## config.mk

```make
export PLATFORM = sky130hd
export DESIGN_NAME = irq_prio_ctrl
export DESIGN_NICKNAME = d
export VERILOG_FILES = /design/src/rtl/irq_pkg.sv /design/src/rtl/irq_edge_det.sv /design/src/rtl/irq_src_reg.sv /design/src/rtl/irq_arbiter.sv /design/src/rtl/irq_prio_ctrl.sv
export SDC_FILE = /design/constraint.sdc
export NUM_CORES = 1
export LEC_CHECK = 0
export BUFFER_PORTS_ARGS = -buffer_cell sky130_fd_sc_hd__buf_2
export CELL_PAD_IN_SITES_DETAIL_PLACEMENT = 2
export CELL_PAD_IN_SITES_GLOBAL_PLACEMENT = 2
export CORE_UTILIZATION = 41
export DETAILED_ROUTE_END_ITERATION = 6
export GPL_ROUTABILITY_DRIVEN = 0
export PLACE_DENSITY_LB_ADDON = 0.05
export SYNTH_ARGS = -nofsm -noshare
export SYNTH_HDL_FRONTEND = slang
export SYNTH_HIERARCHICAL = 1
export SYNTH_SLANG_ARGS = --single-unit
```

## constraint.sdc

```tcl
create_clock -name clk_i -period 14.66 [get_ports clk_i]
set_clock_uncertainty 0.1 [all_clocks]
set_input_delay 3.665 -clock clk_i [delete_from_list [all_inputs] [get_ports clk_i]]
set_output_delay 3.665 -clock clk_i [all_outputs]
set_load 0.005 [all_outputs]
```

## src/rtl/irq_pkg.sv

```systemverilog
`timescale 1ns/1ps
package irq_pkg;
  localparam int          PRIO_W    = 3;
  localparam int          FLAG_BIT  = 7;
  localparam int          MASK_BIT  = 6;
  localparam logic [7:0]  CTRL_RST  = 8'h47;

  typedef struct packed {
    logic              flag;
    logic              mask;
    logic [PRIO_W-1:0] prio;
  } ctrl_t;

  function automatic logic [7:0] ctrl_to_byte(ctrl_t c);
    return {c.flag, c.mask, 3'b000, c.prio};
  endfunction

  function automatic ctrl_t byte_to_ctrl(logic [7:0] b);
    ctrl_t c;
    c.flag = b[FLAG_BIT];
    c.mask = b[MASK_BIT];
    c.prio = b[PRIO_W-1:0];
    return c;
  endfunction
endpackage

```

## src/rtl/irq_edge_det.sv

```systemverilog
`timescale 1ns/1ps
module irq_edge_det #(
  parameter int N_SRC = 8
) (
  input  logic             clk_i,
  input  logic             rst_ni,
  input  logic [N_SRC-1:0] req_i,
  output logic [N_SRC-1:0] evt_o
);
  logic [N_SRC-1:0] req_q;

  always_ff @(posedge clk_i or negedge rst_ni) begin
    if (!rst_ni) req_q <= '0;
    else         req_q <= req_i;
  end

  assign evt_o = req_i & ~req_q;
endmodule

```

## src/rtl/irq_src_reg.sv

```systemverilog
`timescale 1ns/1ps
module irq_src_reg
  import irq_pkg::*;
(
  input  logic       clk_i,
  input  logic       rst_ni,
  input  logic       wr_hit_i,
  input  logic       wr_bit_i,
  input  logic [7:0] wr_data_i,
  input  logic [2:0] bit_idx_i,
  input  logic       bit_val_i,
  input  logic       ack_hit_i,
  input  logic       evt_i,
  output ctrl_t      ctrl_o
);
  ctrl_t ctrl_q, ctrl_d;

  // order: software write, then ack clear, then request edge (edge wins)
  always_comb begin
    ctrl_d = ctrl_q;
    if (wr_hit_i) begin
      if (wr_bit_i) begin
        case (bit_idx_i)
          3'd7:              ctrl_d.flag = bit_val_i;
          3'd6:              ctrl_d.mask = bit_val_i;
          3'd0, 3'd1, 3'd2:  ctrl_d.prio[bit_idx_i[1:0]] = bit_val_i;
          default:           ;
        endcase
      end else begin
        ctrl_d = byte_to_ctrl(wr_data_i);
      end
    end
    if (ack_hit_i) ctrl_d.flag = 1'b0;
    if (evt_i)     ctrl_d.flag = 1'b1;
  end

  always_ff @(posedge clk_i or negedge rst_ni) begin
    if (!rst_ni) ctrl_q <= byte_to_ctrl(CTRL_RST);
    else         ctrl_q <= ctrl_d;
  end

  assign ctrl_o = ctrl_q;
endmodule

```

## src/rtl/irq_arbiter.sv

```systemverilog
`timescale 1ns/1ps
module irq_arbiter
  import irq_pkg::*;
#(
  parameter int N_SRC = 8,
  localparam int IDX_W = (N_SRC > 1) ? $clog2(N_SRC) : 1
) (
  input  logic [N_SRC-1:0]             cand_i,
  input  logic [N_SRC-1:0][PRIO_W-1:0] prio_i,
  output logic                         found_o,
  output logic [IDX_W-1:0]             idx_o
);
  logic [PRIO_W-1:0] best_prio;

  // strict less-than keeps the lowest index on equal levels
  always_comb begin
    found_o   = 1'b0;
    idx_o     = '0;
    best_prio = '1;
    for (int i = 0; i < N_SRC; i++) begin
      if (cand_i[i] && (!found_o || prio_i[i] < best_prio)) begin
        found_o   = 1'b1;
        idx_o     = IDX_W'(i);
        best_prio = prio_i[i];
      end
    end
  end
endmodule

```

## src/rtl/irq_prio_ctrl.sv

```systemverilog
`timescale 1ns/1ps
module irq_prio_ctrl
  import irq_pkg::*;
#(
  parameter int N_SRC = 8,
  localparam int IDX_W = (N_SRC > 1) ? $clog2(N_SRC) : 1
) (
  input  logic             clk_i,
  input  logic             rst_ni,
  input  logic [N_SRC-1:0] req_i,
  input  logic             wr_en_i,
  input  logic             wr_bit_i,
  input  logic [IDX_W-1:0] wr_sel_i,
  input  logic [7:0]       wr_data_i,
  input  logic [2:0]       bit_idx_i,
  input  logic             bit_val_i,
  input  logic [IDX_W-1:0] rd_sel_i,
  output logic [7:0]       rd_data_o,
  input  logic             ack_i,
  input  logic [IDX_W-1:0] ack_idx_i,
  output logic             irq_valid_o,
  output logic [IDX_W-1:0] irq_idx_o
);
  logic [N_SRC-1:0]             evt;
  logic [N_SRC-1:0]             flag_vec;
  logic [N_SRC-1:0]             mask_vec;
  logic [N_SRC-1:0][PRIO_W-1:0] prio_vec;
  ctrl_t                        ctrl [N_SRC];
  logic                         win_found;
  logic [IDX_W-1:0]             win_idx;

  irq_edge_det #(.N_SRC(N_SRC)) u_edge (
    .clk_i (clk_i),
    .rst_ni(rst_ni),
    .req_i (req_i),
    .evt_o (evt)
  );

  for (genvar g = 0; g < N_SRC; g++) begin : g_src
    irq_src_reg u_reg (
      .clk_i    (clk_i),
      .rst_ni   (rst_ni),
      .wr_hit_i (wr_en_i && (wr_sel_i == IDX_W'(g))),
      .wr_bit_i (wr_bit_i),
      .wr_data_i(wr_data_i),
      .bit_idx_i(bit_idx_i),
      .bit_val_i(bit_val_i),
      .ack_hit_i(ack_i && (ack_idx_i == IDX_W'(g))),
      .evt_i    (evt[g]),
      .ctrl_o   (ctrl[g])
    );
    assign flag_vec[g] = ctrl[g].flag;
    assign mask_vec[g] = ctrl[g].mask;
    assign prio_vec[g] = ctrl[g].prio;
  end

  irq_arbiter #(.N_SRC(N_SRC)) u_arb (
    .cand_i (flag_vec & ~mask_vec),
    .prio_i (prio_vec),
    .found_o(win_found),
    .idx_o  (win_idx)
  );

  always_ff @(posedge clk_i or negedge rst_ni) begin
    if (!rst_ni) begin
      irq_valid_o <= 1'b0;
      irq_idx_o   <= '0;
    end else begin
      irq_valid_o <= win_found;
      irq_idx_o   <= win_idx;
    end
  end

  always_comb begin
    rd_data_o = 8'h00;
    for (int i = 0; i < N_SRC; i++)
      if (rd_sel_i == IDX_W'(i)) rd_data_o = ctrl_to_byte(ctrl[i]);
  end
endmodule

```

==> flow_summary.json, run 1 <==
{
  "synth-edff-count": 0,
  "period_share_pct": 64.5,
  "antenna_found_initial": 0,
  "diodes": 0,
  "cp.required_ns": 14.75,
  "power_switching_mw": 0.209,
  "ys_seq_elements": 52,
  "dieWidth_um": 115,
  "synth_top_cell_area_share_pct": 16.1,
  "die_h_um": 115,
  "p_leak_nw": 2.24,
  "core.rowCount": 40,
  "synthCells": 577,
  "regArea_sq_mm": 0.00134,
  "syn_avg_cell_area_sq_um": 9.03,
  "wl_per_cell_um": 21.9,
  "areaGrowthSynthToFinish_pct": 5.57,
  "finalSetupTns_ns": 0,
  "whs_ns": 0.451,
  "grt_use_met2_pct": 49.7,
  "vdd_drop_max_mv": 0.0412,
  "routed_via_density": 6.13,
  "r2r_start": "g_src[0].u_reg/ctrl_o[4]",
  "setup_viol": 0,
  "switching_share_pct": 38.8,
  "rsz0062_at_grt": "false",
  "ys_warn_count": 6,
  "async_reset_ff_share_pct": 100,
  "drive_above_1_share_pct": 24.5,
  "maxSlewViolCount": 0,
  "first_pass_iters": 4,
  "synth_ff_type": "dfstp_2",
  "critPathSlowestCell": "a2111oi_0",
  "post_cts.repair.setup_buffers": 0,
  "min-delay-start": "u_edge/req_q[7]",
  "use_met1_pct": 34.4,
  "cts_resized": 0,
  "cts_made_buffers": 5,
  "htree_levels": 2,
  "initial_utilization_pct": 42.7,
  "report.final.hold_viol_count": 0,
  "track_usage_pct": 27.2,
  "path_class": "reg2reg",
  "clockBufferDepth": 2,
  "gr-total-overflow": 0,
  "internal_power_mw": 0.330,
  "wl_mm": 16.9,
  "critPathLaunchType": "register",
  "slowest_delay_ns": 0.52,
  "power_frac_seq_pct": 33.7,
  "ant_nets": 0,
  "fillCellCount": 1436,
  "synthDistinctLibCells": 79,
  "top_usage_layer": "met2",
  "place_ws_ns": 5.34,
  "cp-startpoint": "g_src[0].u_reg/ctrl_o[4]",
  "ys_seq_area_share_pct": 25.7,
  "multi_input_area_sq_mm": 0.00344,
  "via_count": 4735,
  "cts_root_buffer": "clkbuf_16",
  "cp_data_arrival_time_ns": 9.55,
  "path_clk_slew_ns": 0.07,
  "met3_usage_pct": 2.95,
  "finalWorstSetupSlack_ns": 5.20,
  "worst_pin_slew_ns": 1.28,
  "grt_max_degree": 90,
  "nets": 646,
  "critPathMaxFanout": 6,
  "end_kind": "register",
  "maxSlewHeadroom_pct": 14.0,
  "hpwl_mm": 12.0,
  "synth_area_leaders": "dfstp_2 (16%), dfrtp_1 (9.6%), mux2i_1 (4.8%)",
  "crit_top_cell": "ha_1",
  "grt_pass1_wl_mm": 27.6,
  "core_sq_mm": 0.0122,
  "p_comb_share_pct": 42.9,
  "drtIter0Drc": 248,
  "hold_class": "reg2reg",
  "numPortBuffers": 39,
  "cts.sinks": 52,
  "synth_top_area_cell": "dfstp_2",
  "syn-cell-area_sq_mm": 0.00521,
  "period_needed_ns": 9.46,
  "drc": 0,
  "grt_pass1_vias": 5197,
  "clock_latency_ns": 0.30,
  "drv_cap": 0,
  "power_density_mw_per_mm2": 97.8,
  "fmax_mhz": 106,
  "cts_tree": "yes",
  "ioPinCount": 46,
  "hold_buffers": 0,
  "outcome": "finished, final reports clean",
  "p_clk_share_pct": 23.3,
  "die-area_sq_mm": 0.0132
}
worst max-delay path: cells and delay by family, from the launching register on:
family                     cells  cell delay (ns)
AOI/OAI and AO/OA             16             4.34
adders and majority gates      5             1.24
buffers and inverters          4             0.28
DFF                            1             0.41
muxes                          5             1.44
and+or+nand+nor                9             1.50
final timing paths:
check                                           end  slack [ns]  cells past startpoint
setup / recovery                       irq_idx_o[0]        5.20                     39
hold / removal             g_src[7].u_reg/ctrl_o[4]        0.45                      3
setup reg to reg                       irq_idx_o[0]        5.20                     39
hold reg to reg            g_src[7].u_reg/ctrl_o[4]        0.45                      3
max in group asynchronous  g_src[4].u_reg/ctrl_o[4]       10.56                      2
min in group asynchronous  g_src[1].u_reg/ctrl_o[4]        3.42                      2
area by class of cell:
| class | count | area share [%] |
|---|---|---|
| Sequential cell | 52 | 24.4 |
| Multi-Input combinational cell | 463 | 62.5 |
| Inverter | 41 | 2.80 |
| Clock inverter | 2 | 0.182 |
| Clock buffer | 6 | 2.52 |
| Tap cell | 168 | 3.82 |
| Timing Repair Buffer | 41 | 3.82 |
synthesized netlist by cell type (5+ instances only):
library cell,instances
a221o_1,15
nor3_1,13
nor2b_4,10
mux2i_1,25
a21oi_2,7
nand2b_1,38
nand3b_1,17
o22ai_1,32
or3_1,6
a2111oi_2,12
nor2b_1,12
ha_1,8
and4b_1,9
inv_1,32
nand2_1,43
nor4_1,7
a21oi_1,27
dfrtp_1,20
o21ai_2,7
a211oi_1,5
o31ai_1,9
nor2_1,34
clkinv_1,7
dfstp_2,32
o21ai_0,13
nand3_1,12
buf_12,7
and2b_1,17
nor3b_1,10
buf_6,9
cell usage in the layout (no fill, tap or decap), types with 13 or more instances in the layout:
cell type | synthesis | layout
nand2_1 | 43 | 43
nand3b_1 | 17 | 17
nand2b_1 | 38 | 38
nor2_1 | 34 | 34
a21oi_1 | 27 | 27
inv_1 | 32 | 32
o22ai_1 | 32 | 32
o21ai_0 | 13 | 13
and2b_1 | 17 | 17
a221o_1 | 15 | 15
nor3_1 | 13 | 13
mux2i_1 | 25 | 25
buf_2 | 3 | 39
dfstp_2 | 32 | 32
dfrtp_1 | 20 | 20
kinds of logic after synthesis:
logic type	synth area share, %
flip-flops	25.7
AO/OA/AOI/OAI	27.0
multiplexers	8.19
other	0.0720
buffers and inverters	8.45
adder cells (fa/ha/maj)	1.92
AND/OR/NAND/NOR	28.6
power by group through the flow:
stage	clock network, mW	registers (mW)	logic [mW]
final	0.126	0.181	0.231
after global routing	0.133	0.184	0.253
after CTS	0.130	0.181	0.232
after detailed placement	0	0.184	0.230
after global placement	0	0.182	0.218
after floorplan	0	0.176	0.168
metal layers:
metal / up-vias / routed length [um]
met2: 64 / 8650
met1: 2435 / 7730
met3: 13 / 323
met5: - / 0
met4: 0 / 230
li1: 2223 / -
metrics by stage:
stage | instance area (sq um) | util (%) | power (mW) | std cells
final | 5500 | 45.1 | 0.538 | 773
after global routing | 5500 | 45.1 | 0.570 | 773
after CTS | 5500 | 45.1 | 0.544 | 773
after detailed placement | 5350 | 43.8 | 0.414 | 765
after global placement | 5350 | 43.8 | 0.400 | 765
after floorplan | 5220 | - | 0.344 | 579
Power figures use the tool's default switching activity.
==> inputs of run 2 (changes only) <==
--- a/config.mk
+++ b/config.mk
@@ -8,7 +8,7 @@
 export BUFFER_PORTS_ARGS = -buffer_cell sky130_fd_sc_hd__buf_2
 export CELL_PAD_IN_SITES_DETAIL_PLACEMENT = 2
 export CELL_PAD_IN_SITES_GLOBAL_PLACEMENT = 2
-export CORE_UTILIZATION = 41
+export CORE_UTILIZATION = 35
 export DETAILED_ROUTE_END_ITERATION = 6
 export GPL_ROUTABILITY_DRIVEN = 0
 export PLACE_DENSITY_LB_ADDON = 0.05
==> constraint.sdc (replaced) <==
create_clock -name clk_i -period 8.1 [get_ports clk_i]
set_clock_uncertainty 0.1 [all_clocks]
set_input_delay 2.025 -clock clk_i [delete_from_list [all_inputs] [get_ports clk_i]]
set_output_delay 2.025 -clock clk_i [all_outputs]
set_load 0.005 [all_outputs]
==> run 2 against run 1 <==
  * Non-clock buffer count is 35 higher
  * Die area grew 17%
  * Sequential power grew 80%
  * Largest power group unchanged
  * Highest routed layer unchanged
==> flow_summary.json, run 2 (synthesized netlist as in run 1, its figures left out) <==
{
  "outcome": "finished, final reports clean",
  "numPortBuffers": 39,
  "track_usage_pct": 23.9,
  "grt_pass1_vias": 5196,
  "gr-total-overflow": 0,
  "routed_via_density": 5.83,
  "cts_made_buffers": 5,
  "dieWidth_um": 124,
  "cts.sinks": 52,
  "multi_input_area_sq_mm": 0.00352,
  "die_h_um": 124,
  "final_common_cell": "nand2_1",
  "report.final.hold_viol_count": 0,
  "antenna_found_initial": 0,
  "path_buf_inv": 6,
  "wl_mm": 17.6,
  "core_sq_mm": 0.0145,
  "r2r_cells": 40,
  "hpwl_mm": 12.7,
  "fillCellCount": 1647,
  "clock_latency_ns": 0.31,
  "cts_tree": "yes",
  "path_clk_slew_ns": 0.07,
  "diodes": 0,
  "final_cell_mix": "nand2_1 (42), buf_2 (40), nand2b_1 (38)",
  "initial_utilization_pct": 35.9,
  "areaGrowthSynthToFinish_pct": 13.1,
  "first_pass_iters": 4,
  "grt_pass1_wl_mm": 27.9,
  "vdd_drop_max_mv": 0.0900,
  "path_class": "reg2reg",
  "worst_pin_slew_ns": 1.14,
  "power_density_mw_per_mm2": 187,
  "cts_root_buffer": "clkbuf_16",
  "hold_buffers": 0,
  "utilization_pct": 40.6,
  "maxSlewViolCount": 0,
  "period_needed_ns": 7.76,
  "nets": 681,
  "finalSetupTns_ns": 0,
  "hold_class": "reg2reg",
  "critPathSlowestCell": "dfstp_2",
  "die-area_sq_mm": 0.0154,
  "grt_max_degree": 90,
  "period_share_pct": 95.8,
  "clockBufferDepth": 2,
  "ant_nets": 0,
  "wl_per_cell_um": 21.3,
  "crit_family": "compound AO/OA/AOI/OAI gates",
  "drtIter0Drc": 271,
  "setup_viol": 0,
  "maxSlewHeadroom_pct": 24.3,
  "drive_above_1_share_pct": 30.6,
  "fmax_mhz": 129,
  "crit_top_cell": "ha_1",
  "drc": 0,
  "drv_cap": 0,
  "regArea_sq_mm": 0.00134,
  "critPathMaxFanout": 4,
  "via_count": 4805,
  "cp.depth": 40,
  "htree_levels": 2,
  "fin_total_pwr_mw": 1.10,
  "critPathLaunchType": "register",
  "cp_data_arrival_time_ns": 7.85,
  "core.rowCount": 44,
  "hold_depth": 2,
  "ioPinCount": 46,
  "cp.required_ns": 8.19,
  "end_kind": "register",
  "whs_ns": 0.429,
  "slowest_delay_ns": 0.56,
  "p_leak_nw": 2.45
}
==> run 2: what timing repair did <==
action,in CTS,in global routing
resized for setup,6,14
pin swaps,0,6
buffers inserted,1,9
setup endpoints to repair,3,3
==> run 2: layer usage <==
metal  up-vias  share of wire (%)  global-route usage (%)
li1       2284                  -                       -
met1      2460                 47                    30.8
met2        46                 50                    42.9
met3        15                1.8                    2.70
met4         0                1.1                    4.84
met5         -                  0                       0
==> run 2: stage by stage <==
stage / worst slack [ns] / area (sq um) / instances
2_1_floorplan: 0.332 / 5220 / 579
3_3_place_gp: -0.0418 / 5550 / 805
3_5_place_dp: -0.311 / 5550 / 805
4_1_cts: 0.0128 / 5760 / 814
5_1_grt: -0.0620 / 5890 / 824
6_report: 0.342 / 5890 / 824
==> run 2: cell type report <==
| cell class | instances | share of cell area [%] |
|---|---|---|
| clock inverter | 1 | 0.509 |
| tap | 184 | 3.91 |
| inverter | 41 | 2.61 |
| timing repair buffer | 76 | 7.98 |
| sequential | 52 | 22.8 |
| multi-input combinational | 463 | 59.6 |
| clock buffer | 7 | 2.59 |
==> run 2: worst paths after layout <==
kind	start	end	slack [ns]
setup / recovery	register	irq_idx_o[0]	0.34
hold reg to reg	register	register	0.43
hold / removal	register	register	0.43
max in group asynchronous	rst_ni	u_edge/req_q[6]	5.62
setup reg to reg	register	irq_idx_o[0]	0.34
min in group asynchronous	rst_ni	g_src[0].u_reg/ctrl_o[4]	1.77
==> run 2: tightest hold or removal path, stage by stage (launching register included) <==
cell and delay (ns):
dfstp_2 0.40, inv_1 0.07, a2111oi_2 0.06
==> run 2: power by group <==
group	total, mW	internal, mW	switching, mW
sequential	0.325	0.294	0.0309
clock	0.272	0.163	0.108
combinational	0.507	0.241	0.266
==> inputs of run 3 (changes only) <==
--- a/config.mk
+++ b/config.mk
@@ -5,10 +5,11 @@
 export SDC_FILE = /design/constraint.sdc
 export NUM_CORES = 1
 export LEC_CHECK = 0
+export ABC_AREA = 1
 export BUFFER_PORTS_ARGS = -buffer_cell sky130_fd_sc_hd__buf_2
 export CELL_PAD_IN_SITES_DETAIL_PLACEMENT = 2
 export CELL_PAD_IN_SITES_GLOBAL_PLACEMENT = 2
-export CORE_UTILIZATION = 35
+export CORE_UTILIZATION = 29
 export DETAILED_ROUTE_END_ITERATION = 6
 export GPL_ROUTABILITY_DRIVEN = 0
 export PLACE_DENSITY_LB_ADDON = 0.05
==> run 3 against run 2 <==
  * Non-clock buffer count fell by 35
  * Highest routed layer unchanged
  * Cell count rose by 27%
  * Largest power group is now sequential cells
  * Critical path depth grew 13
  * Sequential share of layout area is 2.6 points higher
  * Synthesized area is 8.0% lower
  * Core utilization shrank 7.4 points
  * Synthesized cell count increased by 38%
  * Clock-buffer cell count unchanged
  * First-iteration DRC count is 14% lower
  * Global-route usage shrank 1.1 points
  * Largest cell class unchanged
  * Critical endpoint is now irq_idx_o[2]
==> flow_summary.json, run 3 <==
{
  "p_leak_nw": 2.71,
  "ioPinCount": 46,
  "synth-edff-count": 0,
  "cts.sinks": 52,
  "synthDistinctLibCells": 27,
  "maxSlewHeadroom_pct": 31.4,
  "wl_mm": 17.9,
  "grt_pass1_vias": 5607,
  "wl_per_cell_um": 17.1,
  "synth_area_leaders": "nand2_1 (24%), dfstp_2 (18%), dfrtp_1 (10%)",
  "outcome": "finished, final reports clean",
  "grt_pass1_wl_mm": 29.5,
  "cts_made_buffers": 5,
  "first_pass_iters": 4,
  "path_class": "reg2reg",
  "track_usage_pct": 22.9,
  "cp.required_ns": 8.20,
  "crit_family": "simple AND/OR/NAND/NOR gates",
  "core.rowCount": 46,
  "fin_total_pwr_mw": 0.981,
  "syn-cell-area_sq_mm": 0.00479,
  "end_kind": "register",
  "cp_data_arrival_time_ns": 7.30,
  "fmax_mhz": 139,
  "yosysMostFrequentCell": "nand2_1",
  "ys_seq_elements": 52,
  "via_count": 5208,
  "hold_class": "reg2reg",
  "synthCells": 798,
  "synth_ff_type": "dfstp_2",
  "crit_top_cell": "nand2_1",
  "final_common_cell": "nand2_1",
  "synth_top_cell_area_share_pct": 23.6,
  "synth_top_area_cell": "nand2_1",
  "drc": 0,
  "drive_above_1_share_pct": 17.7,
  "numPortBuffers": 39,
  "setup_viol": 0,
  "critPathMaxFanout": 7,
  "nets": 875,
  "slowest_delay_ns": 0.57,
  "path_buf_inv": 5,
  "initial_utilization_pct": 30.0,
  "worst_pin_slew_ns": 1.03,
  "maxSlewViolCount": 0,
  "dieWidth_um": 131,
  "antenna_found_initial": 0,
  "power_density_mw_per_mm2": 185,
  "post_cts.repair.setup_buffers": 0,
  "clockBufferDepth": 2,
  "hold_buffers": 0,
  "syn_avg_cell_area_sq_um": 6.01,
  "cts_tree": "yes",
  "critPathLaunchType": "register",
  "cts_resized": 0,
  "areaGrowthSynthToFinish_pct": 10.5,
  "whs_ns": 0.386,
  "synthTopCellsByCount": "nand2_1 (302), inv_1 (101), nand3_1 (92)",
  "clock_latency_ns": 0.30,
  "core_sq_mm": 0.0160,
  "finalSetupTns_ns": 0,
  "grt_max_degree": 80,
  "path_clk_slew_ns": 0.07,
  "critPathSlowestCell": "dfstp_2",
  "die-area_sq_mm": 0.0171,
  "period_needed_ns": 7.21,
  "htree_levels": 2,
  "vdd_drop_max_mv": 0.0807,
  "gr-total-overflow": 0,
  "hpwl_mm": 13.9,
  "period_share_pct": 89.0,
  "final_cell_mix": "nand2_1 (302), inv_1 (101), nand3_1 (92)",
  "ys_warn_count": 6,
  "drtIter0Drc": 232,
  "fillCellCount": 2098,
  "die_h_um": 131,
  "ys_seq_area_share_pct": 28.0,
  "ant_nets": 0,
  "async_reset_ff_share_pct": 100,
  "rsz0062_at_grt": "false",
  "diodes": 0,
  "cts_root_buffer": "clkbuf_16",
  "drv_cap": 0,
  "report.final.hold_viol_count": 0,
  "routed_via_density": 4.96
}
run 3: cell types whose count changed after synthesis, sizes merged, moves of 31 or more:
cell    before  now
nand2       43  332
nand3       12   93
inv         34  112
nor2        34   77
nand2b      38    0
o22ai       32    1
run 3: path summary, 6_finish.rpt:
| path | start | end | slack [ns] | cells after the start |
|---|---|---|---|---|
| max | g_src[0].u_reg/ctrl_o[3] | irq_idx_o[2] | 0.89 | 53 |
| min | register | register | 0.39 | 2 |
| max reg2reg | g_src[0].u_reg/ctrl_o[3] | irq_idx_o[2] | 0.89 | 53 |
| min reg2reg | register | register | 0.39 | 2 |
| max in group asynchronous | rst_ni | u_edge/req_q[6] | 5.64 | 2 |
| min in group asynchronous | rst_ni | irq_idx_o[1] | 1.76 | 2 |
run 3: area by class of cell:
cell class / count / area, sq um / area share, %
clock buffer: 7 / 143 / 2.69
clock inverter: 1 / 7.51 / 0.142
inverter: 116 / 435 / 8.22
multi-input combinational: 617 / 2890 / 54.6
sequential: 52 / 1340 / 25.3
tap: 216 / 270 / 5.10
timing repair buffer: 41 / 210 / 3.97
run 3: cells by family (layout without fill, tap and decap cells):
family	count (synthesis)	in the layout	share of synthesized area (%)
flops	52	52	28.0
compound gates	69	69	8.98
fa+ha+maj	8	8	2.09
other cells	1	3	0.0782
simple gates	537	537	49.0
buf+inv	131	165	11.8
run 3: layer usage:
layer	global-route usage (%)	share of wire [%]	vias to the layer above
li1	-	-	2583
met1	30.4	48	2548
met2	39.9	48	68
met3	2.44	3.3	9
met4	4.73	1.0	0
met5	0	0	-
run 3: worst min-delay path: cells and delay by family, from the launching register on:
kind / cells / cell delay [ns]
flip-flops: 1 / 0.38
AND/OR/NAND/NOR: 2 / 0.11
run 3: where the power goes:
group / switching, mW / total [mW] / internal (mW)
combinational: 0.241 / 0.366 / 0.124
sequential: 0.0590 / 0.390 / 0.331
clock: 0.102 / 0.225 / 0.124
total: 0.402 / 0.981 / 0.579
run 3: per-stage QoR:
step                      cells  cell area [sq um]  setup slack [ns]  util [%]
after global placement     1042               5150              1.18      32.2
final                      1050               5300             0.893      33.1
after CTS                  1050               5300             0.774      33.1
after global routing       1050               5300             0.185      33.1
after detailed placement   1042               5150             0.813      32.2
after floorplan             800               4800              2.12         -
